File: src/rtl/ds_pkg.sv
package ds_pkg;
    typedef enum logic [1:0] {
        ST_IDLE  = 2'd0,
        ST_INTEG = 2'd1,
        ST_DEINT = 2'd2
    } ds_state_e;
endpackage

File: src/rtl/ds_window_ctr.sv
module ds_window_ctr #(
    parameter int N = 10
) (
    input  logic         clk,
    input  logic         rst_n,
    input  logic         clr_i,
    input  logic         inc_i,
    output logic [N:0]   cnt_o,
    output logic         wrap_o
);
    localparam int CW = N + 1;

    logic [CW-1:0] cnt_d, cnt_q;

    always_comb begin
        cnt_d = cnt_q;
        if (clr_i)
            cnt_d = '0;
        else if (inc_i)
            cnt_d = cnt_q + 1'b1;
    end

    always_ff @(posedge clk or negedge rst_n) begin
        if (!rst_n)
            cnt_q <= '0;
        else
            cnt_q <= cnt_d;
    end

    assign cnt_o  = cnt_q;
    assign wrap_o = &cnt_q[N-1:0];

    AST_CTR_STEP: assert property (@(posedge clk) disable iff (!rst_n)
        (inc_i && !clr_i) |=> (cnt_o == $past(cnt_o) + 1'b1)) else $error("step");
endmodule

File: src/rtl/ds_capture.sv
module ds_capture #(
    parameter int N = 10
) (
    input  logic         clk,
    input  logic         rst_n,
    input  logic         cap_i,
    input  logic         ovr_i,
    input  logic [N-1:0] val_i,
    output logic         done_o,
    output logic [N-1:0] result_o,
    output logic         ovr_o
);
    typedef struct packed {
        logic         done;
        logic [N-1:0] result;
        logic         ovr;
    } cap_t;

    cap_t cap_d, cap_q;

    always_comb begin
        cap_d      = cap_q;
        cap_d.done = cap_i;
        if (cap_i) begin
            cap_d.result = ovr_i ? {N{1'b1}} : val_i;
            cap_d.ovr    = ovr_i;
        end
    end

    always_ff @(posedge clk or negedge rst_n) begin
        if (!rst_n)
            cap_q <= '0;
        else
            cap_q <= cap_d;
    end

    assign done_o   = cap_q.done;
    assign result_o = cap_q.result;
    assign ovr_o    = cap_q.ovr;

    AST_DONE_PULSE: assert property (@(posedge clk) disable iff (!rst_n)
        done_o |=> !done_o) else $error("done pulse");
    AST_OVR_FULL: assert property (@(posedge clk) disable iff (!rst_n)
        ovr_o |-> (result_o == {N{1'b1}})) else $error("ovr");
    AST_HOLD: assert property (@(posedge clk) disable iff (!rst_n)
        !cap_i |=> ($stable(result_o) && $stable(ovr_o))) else $error("hold");
endmodule

File: src/rtl/dual_slope_seq.sv
module dual_slope_seq #(
    parameter int N = 10
) (
    input  logic         clk,
    input  logic         rst_n,
    input  logic         start_i,
    input  logic         cmp_i,
    output logic         sel_ref_o,
    output logic [N:0]   count_o,
    output logic         done_o,
    output logic [N-1:0] result_o,
    output logic         ovr_o
);
    import ds_pkg::*;

    typedef struct packed {
        ds_state_e st;
    } seq_t;

    seq_t       seq_d, seq_q;
    logic       clr, inc, cap, ovr;
    logic       wrap;
    logic [N:0] cnt;

    always_comb begin
        seq_d = seq_q;
        clr   = 1'b0;
        inc   = 1'b0;
        cap   = 1'b0;
        ovr   = 1'b0;
        case (seq_q.st)
            ST_IDLE: begin
                if (start_i) begin
                    clr      = 1'b1;
                    seq_d.st = ST_INTEG;
                end
            end
            ST_INTEG: begin
                inc = 1'b1;
                if (wrap)
                    seq_d.st = ST_DEINT;
            end
            ST_DEINT: begin
                if (!cmp_i) begin
                    cap      = 1'b1;
                    seq_d.st = ST_IDLE;
                end else if (wrap) begin
                    cap      = 1'b1;
                    ovr      = 1'b1;
                    seq_d.st = ST_IDLE;
                end else begin
                    inc = 1'b1;
                end
            end
            default: seq_d.st = ST_IDLE;
        endcase
    end

    always_ff @(posedge clk or negedge rst_n) begin
        if (!rst_n)
            seq_q <= '{st: ST_IDLE};
        else
            seq_q <= seq_d;
    end

    ds_window_ctr #(.N(N)) u_ctr (
        .clk    (clk),
        .rst_n  (rst_n),
        .clr_i  (clr),
        .inc_i  (inc),
        .cnt_o  (cnt),
        .wrap_o (wrap)
    );

    ds_capture #(.N(N)) u_cap (
        .clk      (clk),
        .rst_n    (rst_n),
        .cap_i    (cap),
        .ovr_i    (ovr),
        .val_i    (cnt[N-1:0]),
        .done_o   (done_o),
        .result_o (result_o),
        .ovr_o    (ovr_o)
    );

    assign count_o   = cnt;
    assign sel_ref_o = cnt[N];

    AST_INTEG_STEP: assert property (@(posedge clk) disable iff (!rst_n)
        (seq_q.st == ST_INTEG) |=> (count_o == $past(count_o) + 1'b1)) else $error("integ");
    AST_DEINT_REF: assert property (@(posedge clk) disable iff (!rst_n)
        (seq_q.st == ST_DEINT) |-> sel_ref_o) else $error("sel");
    AST_FREEZE: assert property (@(posedge clk) disable iff (!rst_n)
        (seq_q.st == ST_DEINT && !cmp_i) |=> ($stable(count_o) && done_o && !ovr_o)) else $error("freeze");
    AST_IDLE_HOLD: assert property (@(posedge clk) disable iff (!rst_n)
        (seq_q.st == ST_IDLE && !start_i) |=> $stable(count_o)) else $error("idle");
    AST_START_IGNORED: assert property (@(posedge clk) disable iff (!rst_n)
        (seq_q.st == ST_INTEG && start_i) |=> (count_o != '0)) else $error("start");
endmodule

File: config.mk
export PLATFORM = sky130hd
export DESIGN_NAME = dual_slope_seq
export DESIGN_NICKNAME = d
export VERILOG_FILES = /design/src/rtl/ds_pkg.sv /design/src/rtl/ds_window_ctr.sv /design/src/rtl/ds_capture.sv /design/src/rtl/dual_slope_seq.sv
export SDC_FILE = /design/constraint.sdc
export NUM_CORES = 1
export LEC_CHECK = 0
export BUFFER_PORTS_ARGS = -buffer_cell sky130_fd_sc_hd__clkbuf_2
export CAP_MARGIN = 20
export CORE_MARGIN = 8
export CORE_UTILIZATION = 50
export CTS_CLUSTER_DIAMETER = 120
export DETAILED_ROUTE_END_ITERATION = 10
export GPL_TIMING_DRIVEN = 0
export PLACE_DENSITY = 0.84
export SLEW_MARGIN = 20
export SYNTH_ARGS = -nofsm -noshare
export SYNTH_HDL_FRONTEND = slang
export SYNTH_SLANG_ARGS = --single-unit
File: constraint.sdc
create_clock -name clk -period 5.4 [get_ports clk]
set_input_delay 0.54 -clock clk [delete_from_list [all_inputs] [get_ports clk]]
set_output_delay 0.54 -clock clk [all_outputs]
set_load 0.05 [all_outputs]
== Word level (Yosys, flattened, before mapping) ==
Index checks and enable logic that the tools add are counted.
Cells by class
  add/subtract/negate cells: 1
  equal/unequal tests: 5
  mux-type cells: 18
  reduce and logical (&&, ||, !) cells: 4
Operators by type and width (count)
  11-bit 2-to-1 mux: 2
  11-bit by 1-bit adder with 11-bit output, second input constant: 1
  10-bit 2-to-1 mux: 1
  10-bit AND reduction: 1
  1-bit 2-to-1 mux: 9
  2-bit 2-to-1 mux: 4
  2-bit case mux with 3 select lines: 1
  3-bit by 2-bit != test with 1-bit output, second input constant: 1
  3-bit AND reduction: 1
  2-bit by 1-bit equality test with 1-bit output, second input constant: 1
  2-bit equality test, second input constant: 1
  2-bit zero test: 1
  2-bit by 1-bit != test with 1-bit output, second input constant: 1
  2-bit != test, second input constant: 1
  1-bit case mux with 2 select lines: 1
  2-bit nonzero test: 1
Word-level totals
  register bits after elaboration: 25
  word-level logic and storage cells: 33

== Depth between registers and ports, before layout ==
Gate-level depths: netlist of the first run.
  word-level depth: 6
  mapped depth: 6
  depth with buffers taken out: 6

== By module ==
A second synthesis of the first run with hierarchy kept.
Unflattened totals
  cell total of the unflattened synthesis: 122
  area, all modules: 1247.4 um^2
Modules (own cells, without submodules)
  ds_window_ctr: times used 1, cells each 54, area each 579.3 um^2
  ds_capture: times used 1, cells each 46, area each 456.7 um^2
  dual_slope_seq: times used 1, cells each 22, area each 211.5 um^2

== Worst setup path after synthesis of the first run ==
OpenSTA, ideal clock, no wires.
  kind: reg2reg
  start point: register u_ctr.cnt_q[0], in the netlist u_ctr.cnt_o[0]
  end point: register u_cap.cap_q (netlist bit u_cap.result_o[9])
  arrival: 2.096 ns
  required time: 5.275 ns
  path slack: 3.180 ns
  stages on the path, launching flop included: 7
  buffers on the path: 1
  clock period less this slack: 2.220 ns
  cells stage by stage: dfrtp_1 ha_1 nand3_1 nor3_2 o21a_1 buf_6 mux2_2
Between the ends
  elaborated cells between the ends (all ways): 7
  classes of those cells: mux: 6; reduce/logical: 1
RTL lines
  start: declaration: line ds_window_ctr.sv:13  | logic [CW-1:0] cnt_d, cnt_q;
  start signal: assignment: line ds_window_ctr.sv:27  | cnt_q <= cnt_d;
  10-bit AND reduction: line ds_window_ctr.sv:31  | assign wrap_o = &cnt_q[N-1:0];
  1-bit 2-to-1 mux: line dual_slope_seq.sv:47  | end else if (wrap) begin
  1-bit 2-to-1 mux: line dual_slope_seq.sv:44  | if (!cmp_i) begin
  1-bit 2-to-1 mux: line dual_slope_seq.sv:31  | case (seq_q.st)
  named net cap: line dual_slope_seq.sv:21  | logic clr, inc, cap, ovr;
  end signal: assignment: line ds_capture.sv:34  | cap_q <= cap_d;
  end: declaration: line ds_capture.sv:19  | cap_t cap_d, cap_q;
The timed path passes the listed nets, and every way through them passes these cells.
A chain may end at the register's enable or synchronous reset.

== Worst setup path in the final report of the first run ==
Same ends and word-level chain as after synthesis.

==> results summary, run 1 <==
The flow ran to the end, and the final reports show no timing, DRC or antenna violations. Static timing analysis puts the maximum clock frequency at around 480 MHz. The initial DRC count is 46. The effective utilization at floorplan came out at 0.509. The largest net degree at the start of global routing is 26.

The clock-pin slew reported for the worst setup and hold paths after clock tree synthesis is 0.13 ns. The first-pass GRT wire length is between 4000 and 5000 um. The routability congestion estimate came out at 0.836.

The worst-margin pin slew is between 0.6 and 0.7 ns. The count of distinct cell types in the synthesized netlist came out at 31. Row generation in the floorplan step produced 18 rows. The half-perimeter wire length after placement is roughly 2100 um. Across the routed clock network, the largest skew measured is 0.00706 ns. The count of input and output buffers came out at 27. The max capacitance violation total is 0.

The hold violation count in the final report is 0. The tree is rooted in a sky130_fd_sc_hd__clkbuf_4. The maximum clock insertion buffer count is 2. The most frequent cell after synthesis is sky130_fd_sc_hd__dfrtp_1. The total global routing overflow came out at 0. In the synthesized netlist the dominant register cell turns out to be sky130_fd_sc_hd__dfrtp_1. The clock tree from TritonCTS is built. After detailed routing, the average wire length per cell comes to 15.5 um. The worst flop-to-flop path startpoint is u_ctr.cnt_o[0]. Following the worst setup path forward leads to its endpoint at u_cap.result_o[9].

The power per cell area is slightly above 300 nW/um2. The area growth from synthesis to layout is 16.3%. In the synthesized netlist, the number of instances is approximately 110.

The data required time at the worst endpoint came out at 5.62 ns. The synthesized design contains 25 register bits. The die outline area is 4300 um2. The global-route usage over all layers is 0.135. The post-CTS repair timing setup buffer count is 0. The die height came out at approximately 66 um. The number of top-level design ports is 28. For the worst flop-to-flop path, the logic depth is 6. By count the netlist is led by 25 x sky130_fd_sc_hd__dfrtp_1, 9 x sky130_fd_sc_hd__nand2_1, 7 x sky130_fd_sc_hd__a21oi_1, 7 x sky130_fd_sc_hd__o21ai_0, 7 x sky130_fd_sc_hd__o22a_1. Counting flops with a built-in enable in the synthesized netlist gives 0. The final net count is roughly 160. Once the clock tree was built, the resizer swapped 0 gates to a different size. CTS built an H-tree with a depth of 1. The endpoint identified for the worst register-to-register timing path is u_cap.result_o[9]. The type of the worst setup path is flop to flop. The yosys synthesis warning count is 0. Setup repair after global routing left no endpoint under its margin. The worst endpoint data arrival time came out at 2.32 ns. In the final layout, the share of cells above drive strength 1 is 0.283. Across the VDD grid, the largest voltage drop is about 0.22 mV.

The worst setup path is captured at a flop. The average vias per placed instance is approximately 6. The routed layout has 1033 vias. The final antenna diode count is 0. The number of setup violations in the final report is 0.

The x dimension of the die came out at ~66 um. The setup slack of the most critical reg-to-reg path is ~3.3 ns. The worst-path maximum fanout came out at 10. The post-route antenna net violation count is 0. The post-route clock period utilization came out at 0.389. The final total negative setup slack is 0 ns. The biggest area contributor in the post-synthesis netlist is sky130_fd_sc_hd__dfrtp_1. The number of placed instances with taps included is ~170. The share of flip-flops with an asynchronous set or reset came out at 1.00. The design draws around 0.00044 W.

The initial antenna violation count came out at 0. The headroom to the max-slew limit came out at 0.594. The net count after synthesis is roughly 120. The CTS buffer count is 3. The average instance area after synthesis is 10.8 um2. The leakage power summed over all cells is just under 0.7 nW. By area the synthesized netlist is led by sky130_fd_sc_hd__dfrtp_1 51%, sky130_fd_sc_hd__ha_1 5.1%, sky130_fd_sc_hd__o22a_1 5.0%, sky130_fd_sc_hd__a21oi_1 2.9%, sky130_fd_sc_hd__o21ai_0 2.9%.

The category of the worst setup path launch point is a flop. The DRC violation count after routing is 0. The path class of the tightest hold or removal check is input port to asynchronous set/reset pin. The detailed-router iteration count before antenna repair is 4. The source-to-sink clock delay at the later pin of the worst-skew pair is 0.32 ns.

Tracing the worst setup path back leads to its startpoint at u_ctr.cnt_o[0]. For this run, the register share of the synthesized area comes to 0.510. The final count of pins violating max slew is 0. The area share of the leading cell type in the synthesized netlist came out at 0.510.

After clock tree synthesis, the flow added hold-fix buffers numbering 0. The summed instance area of the synthesized netlist came out at approximately 1200 um2. The overall routed net length came out at 2710 um. The count of non-filler cells in the finished layout came out at about 180. Clock tree synthesis found a total of 25 sinks. The number of global-route vias before repair is roughly 1000. The total area inside the core boundary comes to 2410 um2.

The post-route minimum period came out at 2.10 ns.
-- per-stage QoR --
step	hold slack, ns	worst slack (ns)	utilization	instance area (um2)
2_1_floorplan	0.244	3.18	-	1230
3_3_place_gp	0.489	3.37	0.581	1400
3_5_place_dp	0.499	3.33	0.581	1400
4_1_cts	0.218	3.31	0.592	1430
5_1_grt	0.247	3.14	0.592	1430
6_report	0.208	3.30	0.592	1430
-- final cells by class --
type / count / area (um2)
buffer: 3 / 22.5
sequential: 25 / 626
clock buffer: 3 / 22.5
clock inverter: 1 / 5.00
inverter: 4 / 15.0
fill: 222 / 982
tap: 30 / 37.5
timing repair buffer: 27 / 135
multi-input combinational: 82 / 564
-- logic make-up (layout without fill, tap and decap cells) --
group | after synthesis | after routing | share of synthesized area
compound gates | 29 | 29 | 0.158
simple gates | 41 | 41 | 0.192
xor+xnor | 1 | 1 | 0.00714
fa+ha+maj | 5 | 5 | 0.0510
flops | 25 | 25 | 0.510
mux | 6 | 6 | 0.0520
buf+inv | 7 | 38 | 0.0306
-- state kept, by name, indices dropped and copies added (netlist names) --
name            count
u_ctr.cnt_o        11
u_cap.result_o     10
seq_q               2
u_cap.done_o        1
u_cap.ovr_o         1
-- worst max-delay path: stages, from the launching register on --
cell and delay, ns:
sky130_fd_sc_hd__dfrtp_1 0.46, sky130_fd_sc_hd__ha_1 0.24, sky130_fd_sc_hd__nand3_1 0.30, sky130_fd_sc_hd__nor3_2 0.35, sky130_fd_sc_hd__o21a_1 0.19, sky130_fd_sc_hd__buf_6 0.15, sky130_fd_sc_hd__mux2_2 0.33
-- where the power goes --
group	total (W)	internal (W)	switching (W)	leakage [nW]
Clock	0.0000819	0.0000277	0.0000542	0.0177
Sequential	0.000213	0.000199	0.0000144	0.340
Combinational	0.000142	0.0000419	0.000100	0.326
Total	0.000437	0.000269	0.000169	0.684
-- per-layer routing --
layer	GRT usage	part of all wire	up-vias
met5	0	0	-
met4	0.0409	0.013	0
met3	0.0425	0.091	6
met2	0.234	0.48	41
met1	0.154	0.42	498
li1	-	-	488
-- worst min path at each step --
| stage | cells past startpoint | start | end |
|---|---|---|---|
| 2_1_floorplan | 0 | rst_n | seq_q[0] |
| 4_1_cts | 1 | rst_n | u_ctr.cnt_o[3] |
| 3_5_place_dp | 1 | u_cap.result_o[8] | u_cap.result_o[8] |
| 3_3_place_gp | 1 | u_cap.result_o[1] | u_cap.result_o[1] |
| 5_1_grt | 1 | rst_n | u_ctr.cnt_o[3] |
| 6_report | 1 | rst_n | u_ctr.cnt_o[3] |
-- cells in the final DEF, fill, tap and decap left out, types with 2 or more instances in the layout --
cell type | synthesis | routed
sky130_fd_sc_hd__inv_1 | 4 | 4
sky130_fd_sc_hd__nor3_1 | 2 | 2
sky130_fd_sc_hd__clkbuf_4 | 0 | 3
sky130_fd_sc_hd__o21ai_0 | 7 | 7
sky130_fd_sc_hd__ha_1 | 5 | 5
sky130_fd_sc_hd__or4_1 | 2 | 2
sky130_fd_sc_hd__a21oi_1 | 7 | 7
sky130_fd_sc_hd__mux2i_1 | 3 | 3
sky130_fd_sc_hd__or3_1 | 2 | 2
sky130_fd_sc_hd__dfrtp_1 | 25 | 25
sky130_fd_sc_hd__a31oi_1 | 3 | 3
sky130_fd_sc_hd__nor2_1 | 6 | 6
sky130_fd_sc_hd__nor4_1 | 4 | 4
sky130_fd_sc_hd__nand2b_1 | 4 | 4
sky130_fd_sc_hd__nand3_1 | 6 | 6
sky130_fd_sc_hd__clkbuf_2 | 0 | 27
sky130_fd_sc_hd__nand2_1 | 9 | 9
sky130_fd_sc_hd__nand4_1 | 2 | 2
sky130_fd_sc_hd__o22a_1 | 7 | 7
sky130_fd_sc_hd__mux2_2 | 3 | 3
(Power assumes the default switching activity.)
==> inputs of run 2 (changes only) <==
--- a/config.mk
+++ b/config.mk
@@ -5,6 +5,7 @@
 export SDC_FILE = /design/constraint.sdc
 export NUM_CORES = 1
 export LEC_CHECK = 0
+export ABC_AREA = 1
 export BUFFER_PORTS_ARGS = -buffer_cell sky130_fd_sc_hd__clkbuf_2
 export CAP_MARGIN = 20
 export CORE_MARGIN = 8
@@ -12,7 +13,7 @@
 export CTS_CLUSTER_DIAMETER = 120
 export DETAILED_ROUTE_END_ITERATION = 10
 export GPL_TIMING_DRIVEN = 0
-export PLACE_DENSITY = 0.84
+export PLACE_DENSITY = 0.83
 export SLEW_MARGIN = 20
 export SYNTH_ARGS = -nofsm -noshare
 export SYNTH_HDL_FRONTEND = slang
==> constraint.sdc (replaced) <==
create_clock -name clk -period 2 [get_ports clk]
set_input_delay 0.2 -clock clk [delete_from_list [all_inputs] [get_ports clk]]
set_output_delay 0.2 -clock clk [all_outputs]
set_load 0.05 [all_outputs]
==> results summary, run 2 <==
The worst endpoint data arrival time is 1.97 ns (was 2.32 ns). The dominant register cell in the synthesized netlist is sky130_fd_sc_hd__dfrtp_1 (unchanged). The post-route antenna net violation count is 0 (unchanged). The cell type of the slowest stage on the worst timing path is sky130_fd_sc_hd__dfrtp_1 (unchanged). The post-CTS repair timing setup buffer count is 0 (unchanged). Largest cells by area after synthesis: sky130_fd_sc_hd__dfrtp_1 46%, sky130_fd_sc_hd__nand2_1 17%, sky130_fd_sc_hd__nand3_1 7.7%, sky130_fd_sc_hd__inv_1 5.8%, sky130_fd_sc_hd__ha_1 4.6% (was sky130_fd_sc_hd__dfrtp_1 51%, sky130_fd_sc_hd__ha_1 5.1%, sky130_fd_sc_hd__o22a_1 5.0%, sky130_fd_sc_hd__a21oi_1 2.9%, sky130_fd_sc_hd__o21ai_0 2.9%).

The worst-margin pin slew is 0.596 ns (was 0.610 ns). The leakage power summed over all cells was 0.905 nW (was 0.684 nW). The net count after synthesis was 184 (was 123). The final count of pins violating max slew came to 0 (unchanged). The count of input and output buffers is 27 (unchanged).

The die outline area came out at 4640 um2 (was 4300 um2). The post-route minimum period came out at 1.74 ns (was 2.10 ns). The max capacitance violation total came out at 0 (unchanged).

The delay of the slowest cell on the worst path came out at 0.51 ns (was 0.46 ns). The detailed-router iteration count before antenna repair came out at 4 (unchanged). The clock sink total came out at 25 (unchanged). The synthesis-to-layout area growth came out at 15.8% (was 16.3%).

The effective utilization at floorplan came out at 0.510 (was 0.509). The flop and latch count out of synthesis is 25 (unchanged). The cell at the root of the clock tree is sky130_fd_sc_hd__clkbuf_4 (unchanged). The maximum clock insertion buffer count is 2 (unchanged).

The number of hold buffers added after cts was 1 (was 0). The summed instance area of the synthesized netlist is 1360 um2 (was 1230 um2). The initial antenna violation count was 0 (unchanged). Commonest cells in the netlist: 63 x sky130_fd_sc_hd__nand2_1, 25 x sky130_fd_sc_hd__dfrtp_1, 21 x sky130_fd_sc_hd__inv_1, 21 x sky130_fd_sc_hd__nand3_1, 13 x sky130_fd_sc_hd__nor2_1 (was 25 x sky130_fd_sc_hd__dfrtp_1, 9 x sky130_fd_sc_hd__nand2_1, 7 x sky130_fd_sc_hd__a21oi_1, 7 x sky130_fd_sc_hd__o21ai_0, 7 x sky130_fd_sc_hd__o22a_1). Most frequent cells in the layout: 63 x sky130_fd_sc_hd__nand2_1, 27 x sky130_fd_sc_hd__clkbuf_2, 25 x sky130_fd_sc_hd__dfrtp_1 (was 27 x sky130_fd_sc_hd__clkbuf_2, 25 x sky130_fd_sc_hd__dfrtp_1, 9 x sky130_fd_sc_hd__nand2_1). Cell-by-cell listing of the critical path: ha_1 -> nand3_2 -> nor2_4 -> nand2_2 -> nand2_2 -> nand2_4 -> buf_6 -> nand2_1 -> nand2_1 (was ha_1 -> nand3_1 -> nor3_2 -> o21a_1 -> buf_6 -> mux2_2). The clock-pin slew reported for the worst setup and hold paths after clock tree synthesis is 0.14 ns (was 0.13 ns).

The DRC violation count after routing is 0 (unchanged). The floorplan row count is 19 (was 18). The worst clock skew on the final layout was 0.00314 ns (was 0.00706 ns).

The final antenna diode count is 0 (unchanged). The worst-case vdd ir drop is 0.721 mV (was 0.220 mV). The count of distinct cell types in the synthesized netlist is 20 (was 31). The global-route usage over all layers came to 0.133 (was 0.135). The type of the tightest min-delay check is input port to flop (was input port to asynchronous set/reset pin).

The die height was 68.1 um (was 65.5 um). The data required time at the worst endpoint is 2.24 ns (was 5.62 ns). The final total negative setup slack came out at 0 ns (unchanged). The average wire per standard cell is 12.1 um (was 15.5 um). The post-route clock period utilization is 0.869 (was 0.389). The largest net degree at the start of global routing came out at 26 (unchanged).

The number of global-route vias before repair is 1095 (was 997). Result of the run: finished, final reports clean (unchanged). The share of flip-flops with an asynchronous set or reset was 1.00 (unchanged). The number of setup violations in the final report came out at 0 (unchanged).

The x dimension of the die came out at 68.1 um (was 65.5 um). The filler cell count was 252 (was 222). Unrepaired setup endpoints after global routing: no (unchanged). The initial DRC count is 55 (was 46). The average vias per placed instance is 4.98 (was 5.90). The part of the Yosys area used for sequential elements came to 0.461 (was 0.510). The library cell with the largest summed area after synthesis is sky130_fd_sc_hd__dfrtp_1 (unchanged). The category of the worst setup path launch point is a flop (unchanged). The routability congestion estimate is 0.805 (was 0.836).

The headroom to the max-slew limit came to 0.602 (was 0.594). The number of enable-type register cells in the synthesized netlist is 0 (unchanged). The area of the placeable core came to 2660 um2 (was 2410 um2). The power per cell area is 986 nW/um2 (was 306 nW/um2). The overall routed net length is 2890 um (was 2710 um). The total global routing overflow is 0 (unchanged). The average instance area after synthesis is 7.76 um2 (was 10.8 um2). The hold violation count in the final report came out at 0 (unchanged). The first-pass GRT wire length is 4830 um (was 4690 um). The most frequent cell after synthesis is sky130_fd_sc_hd__nand2_1 (was sky130_fd_sc_hd__dfrtp_1). The final net count is 217 (was 155). The yosys synthesis warning count is 0 (unchanged). The share of final-layout standard cells stronger than drive strength 1 was 0.217 (was 0.283). The clock tree from TritonCTS is built (unchanged). The count of instances resized after the clock tree is built is 0 (unchanged).

The type of the worst setup path is flop to flop (unchanged). The CTS buffer count came out at 3 (unchanged). The highest achievable clock rate is 576 MHz (was 476 MHz). The most common cell after layout, fill and taps aside is sky130_fd_sc_hd__nand2_1 (was sky130_fd_sc_hd__clkbuf_2). The synthesized instance count is 175 (was 114). The number of top-level design ports is 28 (unchanged). The half-perimeter wire length after placement is 2150 um (was 2070 um). The total vias in the final route is 1185 (was 1033). The total number of H-tree levels came out at 1 (unchanged). The worst-path maximum fanout came out at 10 (unchanged). The source-to-sink clock delay at the later pin of the worst-skew pair came out at 0.33 ns (was 0.32 ns). The sort of element at the end of the critical path was a flop (unchanged). The number of flip-flops in the largest register came out at 11 (unchanged).

The area share of the leading cell type in the synthesized netlist came out at 0.461 (was 0.510). The smallest hold slack is 0.159 ns (was 0.208 ns).
## run 2: worst max-delay path, delay by kind of cell (launching register included)
kind / cells / cell delay [ns]
flops: 1 / 0.51
simple gates: 7 / 0.70
fa+ha+maj: 1 / 0.27
buf+inv: 1 / 0.16
## run 2: final cells by class
type | instances | area, um2 | share of cell area
tap | 31 | 38.8 | 0.0247
clock buffer | 3 | 22.5 | 0.0143
multi-input combinational | 124 | 619 | 0.394
sequential | 25 | 626 | 0.398
timing repair buffer | 28 | 145 | 0.0924
buffer | 4 | 30.0 | 0.0191
inverter | 22 | 82.6 | 0.0525
clock inverter | 1 | 7.51 | 0.00478
## run 2: report_power, final
group	internal (W)	leakage (nW)	switching, W	total (W)
combinational	0.000171	0.551	0.000500	0.000671
clock	0.0000767	0.0139	0.000163	0.000240
sequential	0.000572	0.340	0.0000670	0.000639
total	0.000820	0.905	0.000730	0.00155
## run 2: metal layers
layer  track usage  part of all wire
met4        0.0537             0.018
met3        0.0196             0.068
met5             0                 0
met2         0.223              0.47
met1         0.168              0.45
## run 2: kinds of logic (layout without fill, tap and decap cells)
group	count (synthesis)	count (layout)	synth area share
compound gates	10	10	0.0498
xor+xnor	4	4	0.0258
fa+ha+maj	5	5	0.0461
buf+inv	26	58	0.0829
flops	25	25	0.461
simple gates	105	105	0.335
## run 2: path summary, 6_finish.rpt
path                                   start           endpoint  slack [ns]  cells past startpoint
hold reg to reg            u_cap.result_o[8]  u_cap.result_o[8]        0.50                      2
min in group asynchronous              rst_n  u_cap.result_o[9]        0.39                      2
setup reg to reg              u_ctr.cnt_o[0]  u_cap.result_o[2]        0.26                      9
setup / recovery              u_ctr.cnt_o[0]  u_cap.result_o[2]        0.26                      9
hold / removal                         cmp_i        u_cap.ovr_o        0.16                      3
max in group asynchronous              rst_n     u_ctr.cnt_o[9]        1.23                      2
## run 2: through the flow
stage          instance area, um2  setup slack (ns)   util  total power [W]  instances
4_1_cts                      1570             0.275  0.590          0.00155        238
3_3_place_gp                 1530             0.354  0.575          0.00131        233
6_report                     1570             0.263  0.590          0.00155        238
5_1_grt                      1570            0.0897  0.590          0.00166        238
3_5_place_dp                 1530             0.332  0.575          0.00132        233
2_1_floorplan                1360             0.129      -          0.00115        175
